### src/rtl/dbg_seq_pkg.sv
`timescale 1ns/1ps
package dbg_seq_pkg;
    localparam int STATE_W = 3;
    localparam logic [STATE_W-1:0] ST_OFF = 3'b000;
    localparam logic [STATE_W-1:0] ST_ONE = 3'b001;

    localparam logic ADDR_CTRL   = 1'b0;
    localparam logic ADDR_STATUS = 1'b1;
    localparam int   ARM_BIT     = 0;

    typedef struct packed {
        logic               armed;
        logic [STATE_W-1:0] state;
        logic               brk;
    } seq_regs_t;
endpackage

### src/rtl/dbg_seq_fsm.sv
`timescale 1ns/1ps
module dbg_seq_fsm
    import dbg_seq_pkg::*;
#(
    parameter int NUM_STEPS = 3
) (
    input  logic                 clk,
    input  logic                 por_n,
    input  logic                 sys_rst_n,
    input  logic                 arm_set,
    input  logic                 arm_clr,
    input  logic [NUM_STEPS-1:0] cmp_hit,
    output logic                 armed,
    output logic [STATE_W-1:0]   state,
    output logic                 brk_req
);
    localparam logic [STATE_W-1:0] ST_FINAL = STATE_W'(NUM_STEPS + 1);

    seq_regs_t seq_d, seq_q;
    logic      step_hit;

    always_comb begin
        step_hit = 1'b0;
        for (int k = 0; k < NUM_STEPS; k++) begin
            if (seq_q.state == STATE_W'(k + 1)) step_hit = cmp_hit[k];
        end
    end

    always_comb begin
        seq_d     = seq_q;
        seq_d.brk = 1'b0;
        if (!sys_rst_n) begin
            seq_d = '0;
        end else if (arm_set) begin
            seq_d.armed = 1'b1;
            seq_d.state = ST_ONE;
        end else if (seq_q.armed && seq_q.state == ST_FINAL) begin
            seq_d.armed = 1'b0;
            seq_d.state = ST_OFF;
        end else if (arm_clr) begin
            seq_d.armed = 1'b0;
        end else if (seq_q.armed && step_hit) begin
            seq_d.state = seq_q.state + STATE_W'(1);
            seq_d.brk   = (seq_q.state == STATE_W'(NUM_STEPS));
        end
    end

    always_ff @(posedge clk or negedge por_n) begin
        if (!por_n) seq_q <= '0;
        else        seq_q <= seq_d;
    end

    assign armed   = seq_q.armed;
    assign state   = seq_q.state;
    assign brk_req = seq_q.brk;

    assert_arm_enter_R2: assert property (@(posedge clk) disable iff (!por_n)
        (sys_rst_n && arm_set) |=> (armed && state == ST_ONE));

    assert_one_step_R3: assert property (@(posedge clk) disable iff (!por_n)
        (sys_rst_n && !arm_set && !arm_clr && armed && state != ST_FINAL)
        |=> (state == $past(state) || state == $past(state) + STATE_W'(1)));

    assert_brk_single_R4: assert property (@(posedge clk) disable iff (!por_n)
        brk_req |=> !brk_req);

    assert_final_exit_R4: assert property (@(posedge clk) disable iff (!por_n)
        (sys_rst_n && !arm_set && armed && state == ST_FINAL)
        |=> (!armed && state == ST_OFF));

    assert_freeze_R5: assert property (@(posedge clk) disable iff (!por_n)
        (sys_rst_n && !arm_set && arm_clr && armed && state != ST_FINAL)
        |=> (!armed && state == $past(state)));

    assert_idle_quiet_R6: assert property (@(posedge clk) disable iff (!por_n)
        (sys_rst_n && !arm_set && !armed) |=> (!armed && $stable(state) && !brk_req));
endmodule

### src/rtl/dbg_trace_fill.sv
`timescale 1ns/1ps
module dbg_trace_fill #(
    parameter int DEPTH = 64
) (
    input  logic clk,
    input  logic por_n,
    input  logic sys_rst_n,
    input  logic clr,
    input  logic line_en,
    output logic full
);
    localparam int CNT_W = $clog2(DEPTH + 1);
    localparam logic [CNT_W-1:0] LIMIT = CNT_W'(DEPTH);

    typedef struct packed {
        logic [CNT_W-1:0] cnt;
        logic             full;
    } fill_regs_t;

    fill_regs_t fill_d, fill_q;

    always_comb begin
        fill_d = fill_q;
        if (clr) begin
            fill_d = '0;
        end else if (!sys_rst_n) begin
            fill_d.cnt = '0;
        end else if (line_en && fill_q.cnt != LIMIT) begin
            fill_d.cnt = fill_q.cnt + CNT_W'(1);
            if (fill_q.cnt == LIMIT - CNT_W'(1)) fill_d.full = 1'b1;
        end
    end

    always_ff @(posedge clk or negedge por_n) begin
        if (!por_n) fill_q <= '0;
        else        fill_q <= fill_d;
    end

    assign full = fill_q.full;

    assert_cnt_sat_R8: assert property (@(posedge clk) disable iff (!por_n)
        (fill_q.cnt == LIMIT && sys_rst_n && !clr) |=> fill_q.cnt == LIMIT);

    assert_limit_full_R8: assert property (@(posedge clk) disable iff (!por_n)
        (fill_q.cnt == LIMIT) |-> full);

    assert_full_hold_R9: assert property (@(posedge clk) disable iff (!por_n)
        (full && !clr) |=> full);
endmodule

### src/rtl/dbg_session_seq.sv
`timescale 1ns/1ps
module dbg_session_seq
    import dbg_seq_pkg::*;
#(
    parameter int NUM_STEPS   = 3,
    parameter int TRACE_DEPTH = 64
) (
    input  logic                 clk,
    input  logic                 por_n,
    input  logic                 sys_rst_n,
    input  logic                 reg_wr,
    input  logic                 reg_addr,
    input  logic [7:0]           reg_wdata,
    output logic [7:0]           reg_rdata,
    input  logic [NUM_STEPS-1:0] cmp_hit,
    input  logic                 ext_tag_hit,
    input  logic                 trace_stored,
    output logic                 brk_req
);
    localparam int PAD_W = 8 - 2 - STATE_W;

    logic               ctrl_wr, arm_set, arm_clr;
    logic               armed, trace_full;
    logic [STATE_W-1:0] state;
    logic               tag_d, tag_q;

    assign ctrl_wr = reg_wr && (reg_addr == ADDR_CTRL);
    assign arm_set = ctrl_wr &&  reg_wdata[ARM_BIT];
    assign arm_clr = ctrl_wr && !reg_wdata[ARM_BIT];

    dbg_seq_fsm #(.NUM_STEPS(NUM_STEPS)) u_fsm (
        .clk       (clk),
        .por_n     (por_n),
        .sys_rst_n (sys_rst_n),
        .arm_set   (arm_set),
        .arm_clr   (arm_clr),
        .cmp_hit   (cmp_hit),
        .armed     (armed),
        .state     (state),
        .brk_req   (brk_req)
    );

    dbg_trace_fill #(.DEPTH(TRACE_DEPTH)) u_fill (
        .clk       (clk),
        .por_n     (por_n),
        .sys_rst_n (sys_rst_n),
        .clr       (arm_set),
        .line_en   (armed && trace_stored),
        .full      (trace_full)
    );

    always_comb begin
        tag_d = tag_q;
        if (!sys_rst_n)                tag_d = 1'b0;
        else if (arm_set)              tag_d = 1'b0;
        else if (armed && ext_tag_hit) tag_d = 1'b1;
    end

    always_ff @(posedge clk or negedge por_n) begin
        if (!por_n) tag_q <= 1'b0;
        else        tag_q <= tag_d;
    end

    always_comb begin
        if (reg_addr == ADDR_STATUS) reg_rdata = {trace_full, tag_q, {PAD_W{1'b0}}, state};
        else                         reg_rdata = {7'b0, armed};
    end

    assert_tag_sticky_R7: assert property (@(posedge clk) disable iff (!por_n)
        (sys_rst_n && !arm_set && tag_q) |=> tag_q);

    assert_tag_quiet_R6: assert property (@(posedge clk) disable iff (!por_n)
        (sys_rst_n && !arm_set && !armed) |=> $stable(tag_q));

    assert_arm_clears_R11: assert property (@(posedge clk) disable iff (!por_n)
        (sys_rst_n && arm_set) |=> (!tag_q && !trace_full));
endmodule

### config.mk
export PLATFORM = sky130hd
export DESIGN_NAME = dbg_session_seq
export DESIGN_NICKNAME = d
export VERILOG_FILES = /design/src/rtl/dbg_seq_pkg.sv /design/src/rtl/dbg_seq_fsm.sv /design/src/rtl/dbg_trace_fill.sv /design/src/rtl/dbg_session_seq.sv
export SDC_FILE = /design/constraint.sdc
export NUM_CORES = 1
export LEC_CHECK = 0
export BUFFER_PORTS_ARGS = -buffer_cell sky130_fd_sc_hd__buf_4
export CORE_ASPECT_RATIO = 0.75
export CORE_MARGIN = 2
export CORE_UTILIZATION = 49
export DETAILED_ROUTE_END_ITERATION = 10
export GPL_TIMING_DRIVEN = 0
export PLACE_DENSITY = 0.87
export SYNTH_ARGS = -nofsm -noshare
export SYNTH_HDL_FRONTEND = slang
export SYNTH_SLANG_ARGS = --single-unit
### constraint.sdc
create_clock -name clk -period 2.1 [get_ports clk]
set_clock_uncertainty 0.1 [all_clocks]
set_input_delay 0.42 -clock clk [delete_from_list [all_inputs] [get_ports clk]]
set_output_delay 0.42 -clock clk [all_outputs]
set_load 0.01 [all_outputs]
; ---- Word-level counts from Yosys, hierarchy flattened
; Index checks and enable logic that the tools add are counted.
[totals]
out_inout_bits = 9
inputBits = 18
reg_bits = 14
wordCells = 54
[op_classes]
n_reduce_logical = 14
addsub = 2
bitwise_logic = 1
eq_ne = 11
n_mux = 20
[op_table]
columns = operator, count
row1 = $mux 8, 3
row2 = $mux 4, 4
row3 = $mux 1, 11
row4 = $logic_and 1x1->1, 8
row5 = $ne 4x1->1 const B, 2
row6 = $add 7x1->7 const B, 1
row7 = $eq 7x6->1 const B, 1
row8 = $mux 7, 1
row9 = $ne 7x7->1 const B, 1
row10 = $eq 3x2->1 const B, 2
row11 = $ne 3x1->1 const B, 2
row12 = $reduce_bool 2->1, 3
row13 = $mux 5, 1
row14 = $ne 4x3->1 const B, 1
row15 = $add 3x1->3 const B, 1
row16 = $eq 3x1->1 const B, 1
row17 = $eq 3x3->1 const B, 1
row18 = $reduce_and 3->1, 1
row19 = $reduce_and 2->1, 1
row20 = $logic_not 1->1, 1
row21 = $not 1->1, 1

; ---- Logic depth before layout (Yosys ltp)
[logic_depth]
word_depth = 10
ltp_mapped = 6
depth_no_buf = 6

; ---- By module
; A second synthesis with hierarchy kept.
[hier_totals]
cells_unflattened = 92
area_unflattened_um2 = 887.1
[by_module_without_submodules]
columns = mod, n_inst, area_per_inst_um2, seq_area_each_um2, cells_per_inst
row1 = dbg_trace_fill, 1, 431.7, 200.2, 45
row2 = dbg_seq_fsm, 1, 322.8, 125.1, 32
row3 = dbg_session_seq, 1, 132.6, 25.0, 15

; ---- Worst setup path after synthesis
; No wires, ideal clock.
[synth_path]
path_type = register to register
from = reg u_fsm.seq_q (netlist bit u_fsm.state[0])
to = reg u_fsm.seq_q (netlist bit u_fsm.state[2])
setup_time_ps = 76
t_arrival_ps = 1727
path_stages_with_launch = 7
synth_period_minus_slack_ps = 1903
n_path_buf = 0
t_required_ps = 1924
slack_ps = 197
path_cell_list = dfrtp_1 -> ha_1 -> ha_1 -> nor4bb_1 -> a211oi_1 -> or4b_1 -> o21ai_1
[synth_via]
elab_chain_len = 7
word_cells_on_any_way = 18
classes_between = add/sub: 1 / eq/ne: 6 / mux: 8 / reduce/logical: 3
[synth_lines]
columns = item, line
row1 = start: declaration, dbg_seq_fsm.sv:19  ; seq_regs_t seq_d, seq_q;
row2 = start signal: assignment, dbg_seq_fsm.sv:50  ; else seq_q <= seq_d;
row3 = "parallel branches: the longest is 7 deep, another holds $add 3x1->3", --
; Several ways; the timed one is not identified. The select of a mux whose other input is x is not followed.
; A chain may end at the register's enable or synchronous reset.

; ---- Final worst setup path
[layout_path]
from = reg u_fsm.seq_q (netlist bit u_fsm.state[1])
to = reg u_fsm.seq_q (netlist bit u_fsm.state[2])
; The elaborated chain is that of the path after synthesis.

==> summary.md <==
| Metric | Value |
|---|---|
| DIE AREA | roughly 2100 µm² |
| Area leader, netlist | dfrtp_1 |
| Min Tclk post-route | around 2.0 ns |
| Antenna fix cells | 0 |
| R2R Setup Slk | 0.09 ns |
| Share of cells above drive strength 1 | 33.3% |
| Skew-Pair Late Insertion Delay | approximately 0.28 ns |
| Most frequent cells in the layout | 21 x buf_4, 13 x dfrtp_1, 11 x nor2_1, 10 x nand2_1, 7 x inv_1 |
| ANT nets after route | 0 |
| Sw Share | around a quarter |
| Post-Route WL | between 2000 and 2500 µm |
| Synth Flop Type | dfrtp_1 |
| Crit path DAT | between 2 and 2.5 ns |
| Most used routing layer | met2 |
| Post-synth top area share | approximately two fifths |
| Synth warn | 0 |
| Combinational share of power | ~14% |
| CP max stage delay | 0.53 ns |
| CTS root buf | clkbuf_4 |
| Hold crit path type | in2reg |
| Clk buf depth | 2 |
| GRT overflow | 0 |
| Switch Pwr | ~0.12 mW |
| 1st-iter DRT viols | 20 |
| Vias | 725 |
| IO Pins | 27 |
| CTS tree | yes |
| Grt met1 use | ~24% |
| Max Slew Vio Count | 0 |
| TNS Setup | 0 ns |
| Min Hold Slack | roughly 0.29 ns |
| Non-filler instance count after layout | approximately 140 |
| Syn-to-layout area delta | 27.3% |
| Post-synthesis area per instance | 9.72 µm² |
| Slew margin rel. | 62.6% |
| Pwr dens | approximately 440 nW/µm² |
| Cell family with most CP delay | simple AND/OR/NAND/NOR gates |
| Placed Cells | 130 |
| Reg-to-reg critical path startpoint | u_fsm.state[1] |
| Worst hold path depth | 3 |
| Leading cell type in the layout, fill and taps excluded | buf_4 |
| Synth cell types | 33 |
| Area contributors post-synth | dfrtp_1 40%, ha_1 10%, nor2_1 4.7%, nand2_1 4.3%, inv_1 3.0% |
| Core area | between 1500 and 2000 µm² |
| # port buffers | 16 |
| Max Clk Rate | between 0.4 and 0.5 GHz |
| Final setup vio count | 0 |
| Buffers and inverters on the worst path | 0 |
| Startpoint types | register |
| Sequential share of power | ~56% |
| Final nets | between 100 and 150 |
| Dpl ws | -0.00670 ns |
| Status | finished, final reports clean |
| Post-Syn Area | between 800 and 900 µm² |
| Row count | 13 |
| CP Class | reg2reg |
| Chip width | around 53 µm |
| Total clock sinks | 14 |
| Post-DP HPWL | around 1500 µm |
| Post-Syn Instances | 90 |
| First-pass GRT wire length | just under 3000 µm |
| Met3 GRT Util | around 6.7% |
| Via density | ~5.3 |
| Cell Chain, Critical Path | ha_1 -> ha_2 -> nor4bb_4 -> a211oi_2 -> or4b_1 -> o21ai_2 |
| Worst path required time | ~2.2 ns |
| Max cap viols | 0 |
| DR pass1 iterations | 4 |
| EDFF count, synth | 0 |
| DIE HEIGHT | around 40 µm |
| Largest net degree at the start of global routing | 15 |
| Worst Hold Endpoint | tag_q |
| Antenna violations before repair | 0 |
| Period utilization | between 90 and 100% |
| Vias in the first global route | ~650 |
| RSZ-0062 raised after global routing | no |
| Worst path slowest cell | or4b_1 |
| Critical path capture point type | register |
| RR Endpoint | u_fsm.state[2] |
| # fillers | roughly 140 |
| Seq/Total Area, Yosys | between 40% and 50% |
| Max FO, Critical Path | 4 |
| Post-synthesis register bit count | 14 |
| Worst-Margin Slew | 0.554 ns |
| VDD IR max | 0.000390 V |
| Reg clk slew, reported paths | ~0.08 ns |
| Final hold vios | 0 |
| Lkg Pwr | around 0.51 nW |
| CTS H-Tree Depth | 1 |
| Met2 Use GR | between 30% and 40% |
| WL per Instance | about 15 µm |
| Synth async-reset ratio | 100% |
| Initial Utilization | 51.2% |
| # DRC | 0 |
| Final GP Congestion | ~0.79 |
| P_int | 0.375 mW |
| Total GRT Usage | 20.0% |
| Min-delay src | ext_tag_hit |
| Final WS setup | approximately 0.091 ns |
| Clk network pwr share | ~30% |
| CTS Buf Count | 3 |
| Worst R2R Path Depth | 6 |
-- flip-flops by register name, summed over array words and instances, names as in the netlist --
name and flops:
tag_q 1, u_fill.fill_q 7, u_fill.full 1, u_fsm.armed 1
u_fsm.brk_req 1, u_fsm.state 3
-- metal layers --
layer  up-vias  routed length, µm
met3         4                119
li1        354                  -
met5         -                  0
met2        30               1040
met4         0                 21
met1       337                841
-- final cells by class --
cell class / instances / area, µm² / share of cell area [%]
Tap cell: 22 / 27.5 / 2.47
Inverter: 7 / 26.3 / 2.36
Timing Repair Buffer: 19 / 145 / 13.0
Clock buffer: 3 / 22.5 / 2.02
Multi-Input combinational cell: 68 / 518 / 46.5
Sequential cell: 14 / 352 / 31.6
Buffer: 3 / 22.5 / 2.02
-- stage by stage --
stage               utilization [%]  power [mW]  area, µm²
global route                   65.2       0.507       1110
detailed placement             60.3       0.345       1030
CTS                            62.6       0.488       1070
floorplan                         -       0.313        882
global placement               60.3       0.342       1030
finish                         65.2       0.493       1110
-- how the worst max path moves through the flow --
stage,cells past startpoint,to,startpoint
floorplan,6,u_fsm.state[2],u_fsm.state[0]
global placement,6,u_fsm.state[0],u_fsm.state[0]
detailed placement,6,u_fsm.state[2],u_fsm.state[0]
CTS,6,u_fsm.state[2],u_fsm.state[1]
global route,6,u_fsm.state[2],u_fsm.state[1]
finish,6,u_fsm.state[2],u_fsm.state[1]
-- kinds of logic after synthesis --
group	share of synthesized area [%]
AND/OR/NAND/NOR	26.9
XOR/XNOR	5.01
multiplexers	3.58
other	0.429
flip-flops	40.1
AO/OA/AOI/OAI	8.44
adder cells (fa/ha/maj)	10.0
buffers and inverters	5.58
-- synthesized netlist by cell type (3+ instances only) --
master   instances
nor2_1          11
xor2_1           3
buf_4            3
nand2_1         10
and2_1           4
dfrtp_1         14
inv_1            7
ha_1             7
-- power by group through the flow --
stage	clock, mW	sequential [mW]	combinational [mW]
after CTS	0.146	0.276	0.0667
final	0.146	0.276	0.0704
after floorplan	0	0.281	0.0320
after detailed placement	0	0.282	0.0621
after global routing	0.154	0.277	0.0761
after global placement	0	0.282	0.0602
-- worst reg2reg max path, delay by kind of cell (launching register included) --
kind            cells  cell delay [ns]
compound gates      2             0.17
fa+ha+maj           2             0.43
flops               1             0.41
simple gates        2             0.84
-- repair_timing --
action                                 CTS  global route
hold buffers                             1             0
pin swaps                                1             2
setup endpoints to repair                1             3
gates resized for setup                  0             7
setup buffers                            1             1
endpoints found under the hold margin   14             0
Note: power is estimated with default switching activity, not from simulation.
